--- src/rtl/lse_pkg.sv ---
package lse_pkg;

  localparam int MAX_LANES = 4;

  typedef enum logic [1:0] {
    MODE_OFF  = 2'd0,
    MODE_HIGH = 2'd1,
    MODE_LOW  = 2'd2,
    MODE_EDGE = 2'd3
  } ctlMode_e;

  typedef struct packed {
    logic       msbFirst;
    logic [1:0] laneCode;
    logic       idleLevel;
    logic       invert;
    ctlMode_e   mode;
  } shiftCfg_t;

  typedef struct packed {
    logic load;
    logic step;
    logic done;
  } shiftStrb_t;

  function automatic int laneCount(input logic [1:0] code);
    case (code)
      2'd3:    return 4;
      2'd2:    return 2;
      default: return 1;
    endcase
  endfunction

endpackage

--- src/rtl/lse_ctrl.sv ---
module lse_ctrl
  import lse_pkg::*;
#(
  parameter int LEN_W = 4
) (
  input  logic             clk,
  input  logic             rstN,
  input  shiftCfg_t        cfgLive,
  input  logic [LEN_W-1:0] wordLenLive,
  input  logic             txValid,
  input  logic             shiftTick,
  input  logic             shiftCtl,
  output logic             txReady,
  output shiftStrb_t       strb,
  output logic             busy,
  output logic [LEN_W+1:0] bitPos,
  output shiftCfg_t        cfgHeld,
  output logic [LEN_W-1:0] wordLenHeld
);

  localparam int POS_W = LEN_W + 2;

  logic             ctlPrev;
  logic             edgeArmed;
  logic             edgeNow;
  logic             startOk;
  logic             stepOk;
  logic [POS_W-1:0] wordBits;
  logic [POS_W-1:0] nextPos;

  assign edgeNow = shiftCtl ^ ctlPrev;

  // start qualification uses the live mode, stepping uses the captured one
  always_comb begin
    case (cfgLive.mode)
      MODE_HIGH: startOk = shiftCtl;
      MODE_LOW:  startOk = !shiftCtl;
      MODE_EDGE: startOk = edgeArmed;
      default:   startOk = 1'b0;
    endcase
    case (cfgHeld.mode)
      MODE_HIGH: stepOk = shiftCtl;
      MODE_LOW:  stepOk = !shiftCtl;
      MODE_EDGE: stepOk = 1'b1;
      default:   stepOk = 1'b0;
    endcase
  end

  assign wordBits = POS_W'(wordLenHeld) + POS_W'(1);
  assign nextPos  = bitPos + POS_W'(laneCount(cfgHeld.laneCode));

  assign txReady   = !busy && startOk;
  assign strb.load = txValid && txReady;
  assign strb.step = busy && shiftTick && stepOk;
  assign strb.done = strb.step && (nextPos >= wordBits);

  always_ff @(posedge clk or negedge rstN) begin
    if (!rstN) begin
      ctlPrev     <= 1'b0;
      edgeArmed   <= 1'b0;
      busy        <= 1'b0;
      bitPos      <= '0;
      cfgHeld     <= '0;
      wordLenHeld <= '0;
    end else begin
      ctlPrev   <= shiftCtl;
      // a start consumes the stored change; a change in the same cycle re-arms
      edgeArmed <= (edgeArmed && !strb.load) || edgeNow;
      if (strb.load) begin
        busy        <= 1'b1;
        bitPos      <= '0;
        cfgHeld     <= cfgLive;
        wordLenHeld <= wordLenLive;
      end else if (strb.done) begin
        busy   <= 1'b0;
        bitPos <= '0;
      end else if (strb.step) begin
        bitPos <= nextPos;
      end
    end
  end

endmodule

--- src/rtl/lse_datapath.sv ---
module lse_datapath
  import lse_pkg::*;
#(
  parameter int LEN_W = 4
) (
  input  logic                  clk,
  input  logic                  rstN,
  input  shiftStrb_t            strb,
  input  logic                  busy,
  input  logic [LEN_W+1:0]      bitPos,
  input  logic                  msbHeld,
  input  logic [1:0]            laneCodeHeld,
  input  logic                  invertHeld,
  input  logic                  idleHeld,
  input  logic [LEN_W-1:0]      wordLenHeld,
  input  logic                  idleLive,
  input  logic [(1<<LEN_W)-1:0] txData,
  input  logic [MAX_LANES-1:0]  serIn,
  output logic [MAX_LANES-1:0]  serOut,
  output logic [(1<<LEN_W)-1:0] rxData,
  output logic                  rxValid
);

  localparam int DATA_W = 1 << LEN_W;
  localparam int POS_W  = LEN_W + 2;

  logic [DATA_W-1:0]    txWord;
  logic [DATA_W-1:0]    rxAcc;
  logic [DATA_W-1:0]    rxNext;
  logic [POS_W-1:0]     wordBits;
  logic [2:0]           lanes;
  logic [MAX_LANES-1:0] laneLive;
  logic [LEN_W-1:0]     lanePos [MAX_LANES];

  assign wordBits = POS_W'(wordLenHeld) + POS_W'(1);
  assign lanes    = 3'(laneCount(laneCodeHeld));

  for (genvar j = 0; j < MAX_LANES; j++) begin : g_lane
    logic [POS_W-1:0] idx;
    assign idx         = bitPos + POS_W'(j);
    assign laneLive[j] = busy && (3'(j) < lanes) && (idx < wordBits);
    assign lanePos[j]  = msbHeld ? LEN_W'(wordBits - POS_W'(1) - idx) : LEN_W'(idx);
    assign serOut[j]   = laneLive[j] ? (txWord[lanePos[j]] ^ invertHeld)
                                     : (busy ? idleHeld : idleLive);
  end

  always_comb begin
    rxNext = rxAcc;
    for (int j = 0; j < MAX_LANES; j++) begin
      if (laneLive[j]) rxNext[lanePos[j]] = serIn[j];
    end
  end

  always_ff @(posedge clk or negedge rstN) begin
    if (!rstN) begin
      txWord  <= '0;
      rxAcc   <= '0;
      rxData  <= '0;
      rxValid <= 1'b0;
    end else begin
      rxValid <= strb.done;
      if (strb.load) begin
        txWord <= txData;
        rxAcc  <= '0;
      end else if (strb.step) begin
        rxAcc <= rxNext;
      end
      if (strb.done) rxData <= rxNext;
    end
  end

endmodule

--- src/rtl/lane_shift_engine.sv ---
module lane_shift_engine
  import lse_pkg::*;
#(
  parameter int LEN_W = 4
) (
  input  logic                  clk,
  input  logic                  rstN,
  input  logic                  cfgMsbFirst,
  input  logic [LEN_W-1:0]      cfgWordLen,
  input  logic [1:0]            cfgLanes,
  input  logic                  cfgIdleLevel,
  input  logic                  cfgInvert,
  input  logic [1:0]            cfgCtlMode,
  input  logic [(1<<LEN_W)-1:0] txData,
  input  logic                  txValid,
  output logic                  txReady,
  output logic [(1<<LEN_W)-1:0] rxData,
  output logic                  rxValid,
  input  logic                  shiftTick,
  input  logic                  shiftCtl,
  input  logic [MAX_LANES-1:0]  serIn,
  output logic [MAX_LANES-1:0]  serOut
);

  localparam int DATA_W = 1 << LEN_W;

  shiftCfg_t        cfgLive;
  shiftCfg_t        cfgHeld;
  shiftStrb_t       strb;
  logic             busy;
  logic [LEN_W+1:0] bitPos;
  logic [LEN_W-1:0] wordLenHeld;

  assign cfgLive.msbFirst  = cfgMsbFirst;
  assign cfgLive.laneCode  = cfgLanes;
  assign cfgLive.idleLevel = cfgIdleLevel;
  assign cfgLive.invert    = cfgInvert;
  assign cfgLive.mode      = ctlMode_e'(cfgCtlMode);

  lse_ctrl #(.LEN_W(LEN_W)) u_ctrl (
    .clk         (clk),
    .rstN        (rstN),
    .cfgLive     (cfgLive),
    .wordLenLive (cfgWordLen),
    .txValid     (txValid),
    .shiftTick   (shiftTick),
    .shiftCtl    (shiftCtl),
    .txReady     (txReady),
    .strb        (strb),
    .busy        (busy),
    .bitPos      (bitPos),
    .cfgHeld     (cfgHeld),
    .wordLenHeld (wordLenHeld)
  );

  lse_datapath #(.LEN_W(LEN_W)) u_data (
    .clk          (clk),
    .rstN         (rstN),
    .strb         (strb),
    .busy         (busy),
    .bitPos       (bitPos),
    .msbHeld      (cfgHeld.msbFirst),
    .laneCodeHeld (cfgHeld.laneCode),
    .invertHeld   (cfgHeld.invert),
    .idleHeld     (cfgHeld.idleLevel),
    .wordLenHeld  (wordLenHeld),
    .idleLive     (cfgIdleLevel),
    .txData       (txData),
    .serIn        (serIn),
    .serOut       (serOut),
    .rxData       (rxData),
    .rxValid      (rxValid)
  );

endmodule

--- config.mk ---
export PLATFORM = sky130hd
export DESIGN_NAME = lane_shift_engine
export DESIGN_NICKNAME = d
export VERILOG_FILES = /design/src/rtl/lse_pkg.sv /design/src/rtl/lse_ctrl.sv /design/src/rtl/lse_datapath.sv /design/src/rtl/lane_shift_engine.sv
export SDC_FILE = /design/constraint.sdc
export NUM_CORES = 1
export LEC_CHECK = 0
export BUFFER_PORTS_ARGS = -buffer_cell sky130_fd_sc_hd__buf_2
export CORE_UTILIZATION = 54
export CTS_BUF_LIST = sky130_fd_sc_hd__clkbuf_4
export DETAILED_ROUTE_END_ITERATION = 8
export PLACE_DENSITY = 0.72
export SLEW_MARGIN = 25
export SYNTH_ARGS = -nofsm -noshare
export SYNTH_HDL_FRONTEND = slang
export SYNTH_SLANG_ARGS = --single-unit
--- constraint.sdc ---
create_clock -name clk -period 4.7 [get_ports clk]
set_input_delay 0.235 -clock clk [delete_from_list [all_inputs] [get_ports clk]]
set_output_delay 0.235 -clock clk [all_outputs]
set_load 0.02 [all_outputs]
* Word level (Yosys, flattened, before mapping)
Cells that the tools add are included.
Cells by class: muxes and demuxes 43, reductions and logical operators 25, add/subtract/negate cells 10, bitwise gates (word level) 5, equality and inequality tests 8, order comparisons 17
Operator list (number):
- 2-to-1 mux 16 bit | 6
- bitwise mux 16 bit | 4
- less-than comparator 6 x 5 -> 1 bit | 4
- less-than comparator 4 x 5 -> 1 bit (second input constant) | 4
- logical AND 1 bit | 18
- 2-to-1 mux 6 bit | 3
- binary-select mux 1 bit (select 4 bit) | 4
- demux 1 bit (select 4 bit) | 4
- >= comparator 4 x 1 -> 1 bit (second input constant) | 4
- 2-to-1 mux 4 bit | 4
- subtractor 4 bit | 4
- 2-to-1 mux 1 bit | 15
- adder 6 x 2 -> 6 bit (second input constant) | 2
- equality test 2 bit (second input constant) | 6
- adder 6 x 1 -> 6 bit (second input constant) | 1
- adder 6 x 3 -> 6 bit | 1
- >= comparator 6 x 5 -> 1 bit | 1
- less-than comparator 1 x 3 -> 1 bit (first input constant) | 2
- less-than comparator 2 x 3 -> 1 bit (first input constant) | 2
- case mux 1 bit (3 select lines) | 2
- case mux 3 bit (2 select lines) | 1
- adder 4 x 1 -> 5 bit (second input constant) | 1
- XOR 1 bit | 5
- equality test 2 x 1 -> 1 bit (second input constant) | 2
- other kinds (5) | 8
Storage, ports and cells: flip-flop bits (word level) 69, output and inout port bits 22

* Longest topological paths before layout
Gate-level depths: netlist of run 1.
depth in word-level cells 18, mapped depth 14, gate-level depth less buffers 14

* By module
From an unflattened synthesis of run 1, not the netlist that was laid out.
Second synthesis, totals: cell total of the unflattened synthesis 741, area, all modules 6414.9 µm²
By module, submodules not included:
- lse_datapath | seq. area each 1226.2 µm², cells an instance 615, times used 1, area an instance 5243.8 µm²
- lse_ctrl | seq. area each 500.5 µm², cells an instance 126, times used 1, area an instance 1171.1 µm²

* Least setup slack after synthesis of run 1
OpenSTA, ideal clock, no wires.
path kind register to output, from register u_ctrl.bitPos[1], to output serOut[3], setup slack 0.484 ns, data arrival time 3.981 ns, buffers on the path 1, cell stages (with the launch flop) 14, path through dfrtp_1 -> clkbuf_1 -> inv_1 -> ha_1 -> ha_1 -> nor2b_1 -> o21a_1 -> or3b_2 -> mux2i_2 -> xor2_1 -> mux4_2 -> mux2i_1 -> xnor2_1 -> mux2i_1
Between the ends: longest elaborated chain between the ends 7, elaborated cells on any way between the ends 9, those cells by class 2 x add/sub; 1 x order compare; 4 x mux; 1 x bitwise; 1 x reduce/logical
RTL lines:
- start: declaration | line lse_ctrl.sv:16 | output logic [LEN_W+1:0] bitPos,
- start signal: assignment | line lse_ctrl.sv:78 | bitPos <= nextPos;
- adder 6 x 2 -> 6 bit * | line lse_datapath.sv:40 | assign idx = bitPos + POS_W'(j);
- subtractor 4 bit | line lse_datapath.sv:42 | assign lanePos[j] = msbHeld ? LEN_W'(wordBits - POS_W'(1) - idx) : LEN_W'(idx);
- 2-to-1 mux 4 bit | line lse_datapath.sv:42
- binary-select mux 1 bit (select 4 bit) | line lse_datapath.sv:43 | assign serOut[j] = laneLive[j] ? (txWord[lanePos[j]] ^ invertHeld)
- 2-to-1 mux 1 bit (not written as such) | line lse_datapath.sv:43
- XOR 1 bit | line lse_datapath.sv:43
- 2-to-1 mux 1 bit * | line lse_datapath.sv:43
- end: declaration | line lane_shift_engine.sv:22 | output logic [MAX_LANES-1:0] serOut
Every way passes the cells marked *; elsewhere a longest branch is shown, timed or not. The select of a mux whose other input is x is not followed.

* Worst setup path in the final report of run 1
from register u_ctrl.wordLenHeld[0], to output serOut[0]
Between the ends: longest elaborated chain between the ends 8, elaborated cells on any way between the ends 10, those cells by class 3 x add/sub; 1 x order compare; 4 x mux; 1 x bitwise; 1 x reduce/logical
RTL lines:
- start: declaration | line lse_ctrl.sv:18 | output logic [LEN_W-1:0] wordLenHeld
- start signal: assignment | line lse_ctrl.sv:73 | wordLenHeld <= wordLenLive;
- adder 4 x 1 -> 5 bit * | line lse_datapath.sv:35 | assign wordBits = POS_W'(wordLenHeld) + POS_W'(1);
- subtractor 4 x 1 -> 4 bit | line lse_datapath.sv:42
- subtractor 4 bit | line lse_datapath.sv:42
- 2-to-1 mux 4 bit | line lse_datapath.sv:42
- binary-select mux 1 bit (select 4 bit) | line lse_datapath.sv:43
- 2-to-1 mux 1 bit (not written as such) | line lse_datapath.sv:43
- XOR 1 bit | line lse_datapath.sv:43
- 2-to-1 mux 1 bit * | line lse_datapath.sv:43
Marks and branches as above.

==> metrics.txt, run 1 <==
Slew HR about a third; Final Critical Period 4460 ps; r2r setup slk 490 ps; TritonCTS buffer count 9; M1 GR Usage 52.1%; hold crit path type primary input to flop; Hold Crit Depth 2; register area 0.00173 mm²; Routed WL 20600 µm; Chip Width 108 µm; # Max-Cap Violations 0; final setup vio count 0; CP Launch Type flop; gr usage total around 37%; nets 847; CTS tree yes; setup bufs post-CTS 0; Worst-path clk slew between 100 and 150 ps; HPWL Detailed 14900 µm; fill count 883; RSZ-0062 raised after global routing false; FF-to-FF Start u_ctrl.wordLenHeld[0]; Die Ht 108 µm; Hold Path Origin cfgWordLen[1]; DRT Pass-1 Iters 8; crit path DAT 4220 ps; syn nets 767; outcome finished clean; Clk Latency, worst-skew pair 480 ps; initial antenna violation count 1; Mean Syn Cell Area 8.84 µm²; Max Fanout on Critical Path 9; Slew Viols, Final 0; area of the multi-input gates 0.00422 mm²; Die ar. 0.0118 mm²; CTS Sinks 69; clk_skew between 15 and 20 ps; largest net degree at the start of global routing 70; Worst Hold Path EP u_ctrl.wordLenHeld[1]; worst r2r dst u_data.rxAcc[14]; critical path class flop to output port; DRC 0; Ports between 50 and 60; Worst-Margin Slew 974 ps; Final Wtd Congestion a little under 1; Mapped Cells 693; layout cells sized above 1 between 10% and 20%; Port Buffers 57; via count between 5000 and 6000; GRT busiest layer met2; FP Rows 38; DR vias/cell 6.48; vias in the first global route 5793; worst hold slack 6.91 ps; post-route ant nets 0; Post-synth EDFFs 0; Post-synth ARST share 100%; TNS Setup 0 ps; fmax ~220 MHz; met3 Use GR 7.11%; Yosys Warn Count 0; met2 global-route usage a little under three fifths; final worst-path cycle share roughly 95%; Max H-tree Level 3; critical path required time 4470 ps; final hold violation count 0; core area 0.0109 mm²; Initial Util 56.0%; first-pass GRT wire length 32200 µm; number of library cell types mapped by synthesis 70; wire length per cell 22.4 µm; aggregate global routing overflow 0; sequential fraction of the synthesis area 28.2%; Area growth, synth to finish 15.5%; starting DRC count in detailed routing 619; FF+latch count, synth 69; CP endpoint kind output port; clock tree buffer depth 2; Cell Area, Synth between 0.006 and 0.007 mm²; Clock Tree Root clkbuf_4; Main synth FF type dfrtp_1; R2R cell count 14
-- stage by stage --
step           util, %  setup slack (ps)  area (µm²)  std cells
6_report          64.7               244        7070        918
5_1_grt           64.7              2.10        7070        918
4_1_cts           64.1              24.4        7010        915
3_5_place_dp      60.2               466        6590        877
3_3_place_gp      60.2               541        6590        877
2_1_floorplan        -               484        6120        693
-- sequential cells by signal (all words and copies together) (netlist names) --
name / cells
u_ctrl.bitPos: 6
u_ctrl.busy: 1
u_ctrl.cfgHeld: 7
u_ctrl.ctlPrev: 1
u_ctrl.edgeArmed: 1
u_ctrl.wordLenHeld: 4
u_data.rxAcc: 16
u_data.rxData: 16
u_data.rxValid: 1
u_data.txWord: 16
-- synth_stat cells (8+ instances only) --
library cell	n	area share, %
nand2b_1	9	0.92
or3_1	13	1.3
o211ai_1	8	0.98
a21o_1	8	0.98
o22ai_1	10	1.0
a21oi_1	25	2.0
xnor2_1	18	2.6
nor2b_1	9	0.92
o31ai_1	9	1.1
nor4_1	8	0.82
nand3_1	19	1.6
mux2_2	26	4.8
o21ai_0	44	3.6
dfrtp_1	69	28
a22o_1	9	1.3
clkbuf_1	16	0.98
nor2_1	42	2.6
buf_2	10	0.82
ha_1	33	6.7
o21a_1	12	1.5
nand2_1	92	5.6
mux2i_1	41	6.7
xor2_1	10	1.4
inv_1	24	1.5
nor3_1	18	1.5
-- cell families (layout without fill, tap and decap cells) --
kind of cell / count (synthesis) / in the layout / share of synthesized area (%)
flip-flops: 69 / 69 / 28.2
AND/OR/NAND/NOR: 233 / 233 / 18.0
multiplexers: 77 / 77 / 14.9
other: 0 / 1 / 0
AO/OA/AOI/OAI: 183 / 183 / 20.6
adder cells (fa/ha/maj): 40 / 40 / 8.70
XOR/XNOR: 34 / 34 / 5.78
buffers and inverters: 57 / 141 / 3.82
-- layer usage --
| layer | vias up | share of wire, % |
|---|---|---|
| li1 | 2711 | - |
| met1 | 2880 | 43 |
| met2 | 310 | 46 |
| met3 | 44 | 8.6 |
| met4 | 0 | 2.6 |
| met5 | - | 0 |
-- critical path: stages, from the launching register on --
cell and delay, ps:
dfrtp_2 500, ha_4 350, xor2_2 180, buf_4 170, ha_1 240, nor2b_1 140
o21a_1 180, or3b_2 470, mux2i_4 220, xnor2_2 200, mux4_2 570, xor2_1 150
nor2_1 50, a21oi_1 140, buf_2 190
-- worst max path at each step --
| stage | from | to | slack [ps] | cells after the start |
|---|---|---|---|---|
| after CTS | u_ctrl.wordLenHeld[0] | serOut[1] | 20 | 14 |
| after floorplan | u_ctrl.bitPos[1] | serOut[3] | 480 | 13 |
| after detailed placement | u_ctrl.wordLenHeld[0] | serOut[3] | 470 | 13 |
| after global placement | u_ctrl.wordLenHeld[0] | serOut[3] | 540 | 13 |
| final | u_ctrl.wordLenHeld[0] | serOut[0] | 240 | 14 |
| after global routing | u_ctrl.bitPos[1] | serOut[1] | 2 | 14 |
-- layout by cell type, fill, tap and decap left out, drive strengths merged, types with 5 or more instances in the layout --
master	instances
o21ai	50
a21oi	25
mux2	26
inv	24
nor3	18
nand2	92
o22ai	10
or2	5
mux2i	45
nor2b	9
mux4	6
dlygate4sd3	24
nand2b	9
clkbuf	9
nor4	8
dfrtp	69
o31ai	9
a21o	8
or3	14
o21a	12
a2bb2oi	5
buf	77
fa	5
a22oi	6
o211ai	8
xor2	11
nand3	19
xnor2	23
a22o	9
o221ai	5
nor2	42
ha	33
-- what timing repair did --
action / 4_1_cts / 5_1_grt
hold buffers: 23 / 1
hold endpoints to repair: 65 / 1
gates resized for setup: 1 / 9
setup endpoints to repair: 1 / 4
pin swaps: 0 / 0
-- layout make-up --
cell class              count  area share (%)
multi-input cells         567            59.6
flip-flops and latches     69            24.5
repair buffers            101            9.55
well taps                 140            2.48
clock inverters             6            1.59
inverters                  25            1.33
clock buffers               9           0.955
diodes                      1          0.0354
Power of run 1 is left out: the tool's default activity adds up to more than one toggle a clock period on the data nets, which glitch-free logic cannot reach.
==> inputs of run 2 (changes only) <==
HOLD_SLACK_MARGIN = 0.03   (was default)
==> metrics.txt, run 2 (synthesized netlist as in run 1, its figures left out) <==
FP Rows 38; aggregate global routing overflow 0; Die Ht around 110 µm; vias in the first global route 5855; Port Buffers 57; Final Wtd Congestion approximately 0.97; Clk Latency, worst-skew pair 480 ps; Ports 58; Post-Route Utilization 65.1%; Die ar. 0.0118 mm²; critical path required time approximately 4500 ps; met3 Use GR approximately 7.3%; most used cell, CP mux2i_1; CP bufs+invs 2; R2R cell count 14; Area growth, synth to finish 16.3%; ant diodes 0; gr usage total ~37%; commonest non-fill, non-tap cell in the layout nand2_1; final worst-path cycle share 95.4%; CTS Sinks 69; Worst-path clk slew between 100 and 150 ps; Worst Hold Path EP u_data.rxData[4]; GRT busiest layer met2; fmax between 200 and 250 MHz; RSZ-0062 raised after global routing false; clk_skew between 20 and 25 ps; Max H-tree Level 3; final setup vio count 0; Routed WL 20800 µm; CP Launch Type flop; Slew HR around a third; core area between 0.01 and 0.015 mm²; # Max-Cap Violations 0; clock tree buffer depth 2; final hold violation count 0; CTS tree yes; TritonCTS buffer count 9; Initial Util a little under three fifths; worst r2r dst u_data.rxAcc[14]; layout cells sized above 1 between 10% and 20%; HPWL Detailed 14900 µm; Worst Slack Setup Final 216 ps; wire length per cell 22.5 µm; critical path, cell by cell inv_1 > ha_2 > ha_1 > nor2b_1 > o21a_1 > or3b_2 > mux2i_4 > xor2_2 > mux4_2 > mux2i_1 > xnor2_1 > mux2i_1 > buf_2; Hold Path Origin serIn[3]; via count 6014; largest net degree at the start of global routing 70; CP endpoint kind output port; first-pass GRT wire length between 30000 and 40000 µm; TNS Setup 0 ps; DR vias/cell 6.52; met2 global-route usage 57.3%; Slew Viols, Final 0; DRT Pass-1 Iters 5; Final Critical Period 4480 ps; delay-heaviest family, CP multiplexers; outcome finished clean; crit path DAT 4250 ps; worst slack, placed 466 ps; r2r setup slk 430 ps; Hold Crit Depth 3; starting DRC count in detailed routing 721; DRC 0; crit path max-delay cell type dfrtp_1; initial antenna violation count 0; slowest stage delay, CP 520 ps; nets around 850; Clock Tree Root clkbuf_4; Max Fanout on Critical Path 9; M1 GR Usage 52.1%; most frequent cells in the layout nand2_1, dfrtp_1, buf_2; Chip Width roughly 110 µm; hold crit path type primary input to flop; critical path class flop to output port; Worst-Margin Slew between 900 and 1000 ps; FF-to-FF Start u_ctrl.wordLenHeld[0]; Top Registers u_data.rxAcc: 16 flops, u_data.rxData: 16 flops, u_data.txWord: 16 flops; post-route ant nets 0
## run 2: final cells by class
cell class,instances,area (µm²)
inverter,25,93.8
clock buffer,9,67.6
fill,878,3820
tap,140,175
timing repair buffer,106,726
multi-input combinational,567,4220
clock inverter,6,113
sequential,69,1730
## run 2: how the worst max path moves through the flow
stage	slack [ps]	depth (start not counted)	endpoint	start
2_1_floorplan	480	13	serOut[3]	u_ctrl.bitPos[1]
3_3_place_gp	540	13	serOut[3]	u_ctrl.wordLenHeld[0]
3_5_place_dp	470	13	serOut[3]	u_ctrl.wordLenHeld[0]
4_1_cts	20	14	serOut[1]	u_ctrl.wordLenHeld[0]
5_1_grt	20	14	serOut[1]	u_ctrl.bitPos[1]
6_report	220	13	serOut[3]	u_ctrl.bitPos[1]
## run 2: through the flow
stage          instance area, µm²  std cells  hold WS, ps
2_1_floorplan                6120        693        -60.6
3_3_place_gp                 6590        877          420
3_5_place_dp                 6590        877          419
4_1_cts                      7070        921          238
5_1_grt                      7120        922          298
6_report                     7120        922          278
## run 2: tightest hold or removal path, stage by stage
cell and delay (ps):
buf_2 200, nor2_1 190, o31ai_1 80
## run 2: routing by layer
metal,part of all wire [%],vias to the layer above,routed length [µm]
met5,0,-,0
met4,2.7,0,561
met3,8.7,49,1820
met2,45,314,9360
met1,44,2929,9050
li1,-,2722,-
## run 2: repair_timing
item / CTS / global route
setup buffers: 0 / 0
hold buffers: 29 / 0
gates resized for setup: 1 / 9
endpoints found under the setup margin: 1 / 4
endpoints found under the hold margin: 97 / 0
pin swaps: 0 / 0
Power of run 2 is left out for the same reason.
==> inputs of run 3 (changes only) <==
CTS_BUF_LIST = sky130_fd_sc_hd__clkbuf_16   (was sky130_fd_sc_hd__clkbuf_4)
clock period = 5.82 ns   (was 4.7 ns; I/O delays follow)
==> metrics.txt, run 3 (synthesized netlist as in run 1, its figures left out) <==
outcome finished clean; final hold violation count 0; final worst-path cycle share 89.1%; crit path DAT 4900 ps; wire length per cell 22.4 µm; Final Wtd Congestion ~1.0; Worst Slack Setup Final 633 ps; starting DRC count in detailed routing ~680; layout cells sized above 1 a little under a fifth; Slew Viols, Final 0; placed cell count 868; Routed WL a little under 20000 µm; Die Ht about 110 µm; Slew HR between 30% and 40%; clk_skew slightly above 7 ps; via count 5760; nets 814; gr usage total between 30% and 40%; CP Launch Type flop; hold crit path type primary input to flop; TritonCTS buffer count 9; CTS Sinks approximately 70; fill count 942; critical path, cell by cell inv_1 > ha_1 > ha_1 > nor2b_1 > o21a_1 > or3b_2 > mux2i_2 > xor2_1 > mux4_2 > mux2i_1 > xnor2_1 > mux2i_1 > buf_2; Max Fanout on Critical Path 15; critical path class flop to output port; Max H-tree Level 3; Worst-Margin Slew 1030 ps; # Max-Cap Violations 0; Initial Util a little under three fifths; TNS Setup 0 ps; Chip Width ~110 µm; setup bufs post-CTS 0; crit path max-delay cell type dfrtp_1; Area growth, synth to finish 11.5%; HPWL Detailed 14500 µm; Port Buffers 57; Worst-path clk slew 60 ps; PostCTS Resize Cnt 0; CTS Hold Buffers Added 0; clock tree buffer depth 2; Die ar. 0.0118 mm²; CP endpoint kind output port; DRT Pass-1 Iters 7; critical path required time 5530 ps; Top Registers u_data.rxAcc: 16 flops, u_data.rxData: 16 flops, u_data.txWord: 16 flops; ant diodes 0; initial antenna violation count 0; most frequent cells in the layout nand2_1, dfrtp_1, buf_2; Final Non-Filler Cells 885; fmax roughly 190 MHz; first-pass GRT wire length 31100 µm; final setup vio count 0; slowest stage delay, CP 680 ps; Clock Tree Root clkbuf_16; worst slack, placed roughly 1100 ps; aggregate global routing overflow 0; core area ~0.011 mm²; vias in the first global route 5531; Final Critical Period about 5200 ps; Ports 58; Clk Latency, worst-skew pair around 350 ps; RSZ-0062 raised after global routing false; DRC 0; DR vias/cell 6.51; post-route ant nets 0; commonest non-fill, non-tap cell in the layout nand2_1; largest net degree at the start of global routing 70; FP Rows 38; CTS tree yes
run 3: cell count changes in the layout (fill, tap and decap cells not counted), sizes merged:
cell and delta:
bufinv -2, clkinv +1, clkinvlp +1, inv +1, dlygate4sd3 -29, buf -9
run 3: layout make-up:
type	instances	area (µm²)	area share (%)
clock buffers	9	225	3.30
clock inverters	7	73.8	1.08
inverters	25	93.8	1.37
multi-input cells	567	4170	61.0
flip-flops and latches	69	1730	25.3
well taps	140	175	2.57
repair buffers	68	365	5.35
run 3: critical path, delay by kind of cell (launching register included):
kind | cells | cell delay [ps]
mux | 4 | 1090
fa+ha+maj | 2 | 870
flops | 1 | 680
xor+xnor | 2 | 620
simple gates | 2 | 580
buf+inv | 2 | 520
compound gates | 1 | 180
run 3: final timing paths:
| path | end | cells after the start | from | slack, ps |
|---|---|---|---|---|
| max | serOut[3] | 13 | u_ctrl.bitPos[1] | 630 |
| min | u_ctrl.ctlPrev | 1 | shiftCtl | 110 |
| max reg2reg | u_data.rxData[15] | 13 | u_ctrl.bitPos[1] | 1250 |
| min reg2reg | u_data.rxAcc[12] | 2 | u_data.rxAcc[12] | 480 |
| max in group asynchronous | u_data.rxAcc[13] | 2 | rstN | 5090 |
| min in group asynchronous | u_ctrl.cfgHeld[1] | 2 | rstN | 130 |
run 3: metal layers:
layer	up-vias	routed length, µm	GRT usage [%]
li1	2648	-	-
met1	2792	9050	51.3
met2	282	8750	54.1
met3	38	1590	5.55
met4	0	449	12.1
met5	-	0	0
run 3: metrics by stage:
| step | utilization (%) | cell area, µm² | hold WS [ps] |
|---|---|---|---|
| final | 62.4 | 6830 | 113 |
| after CTS | 62.4 | 6820 | 114 |
| after global routing | 62.4 | 6830 | 123 |
| after floorplan | - | 6120 | -4.59 |
| after global placement | 59.6 | 6520 | 452 |
| after detailed placement | 59.6 | 6520 | 462 |
Power of run 3 is left out for the same reason.
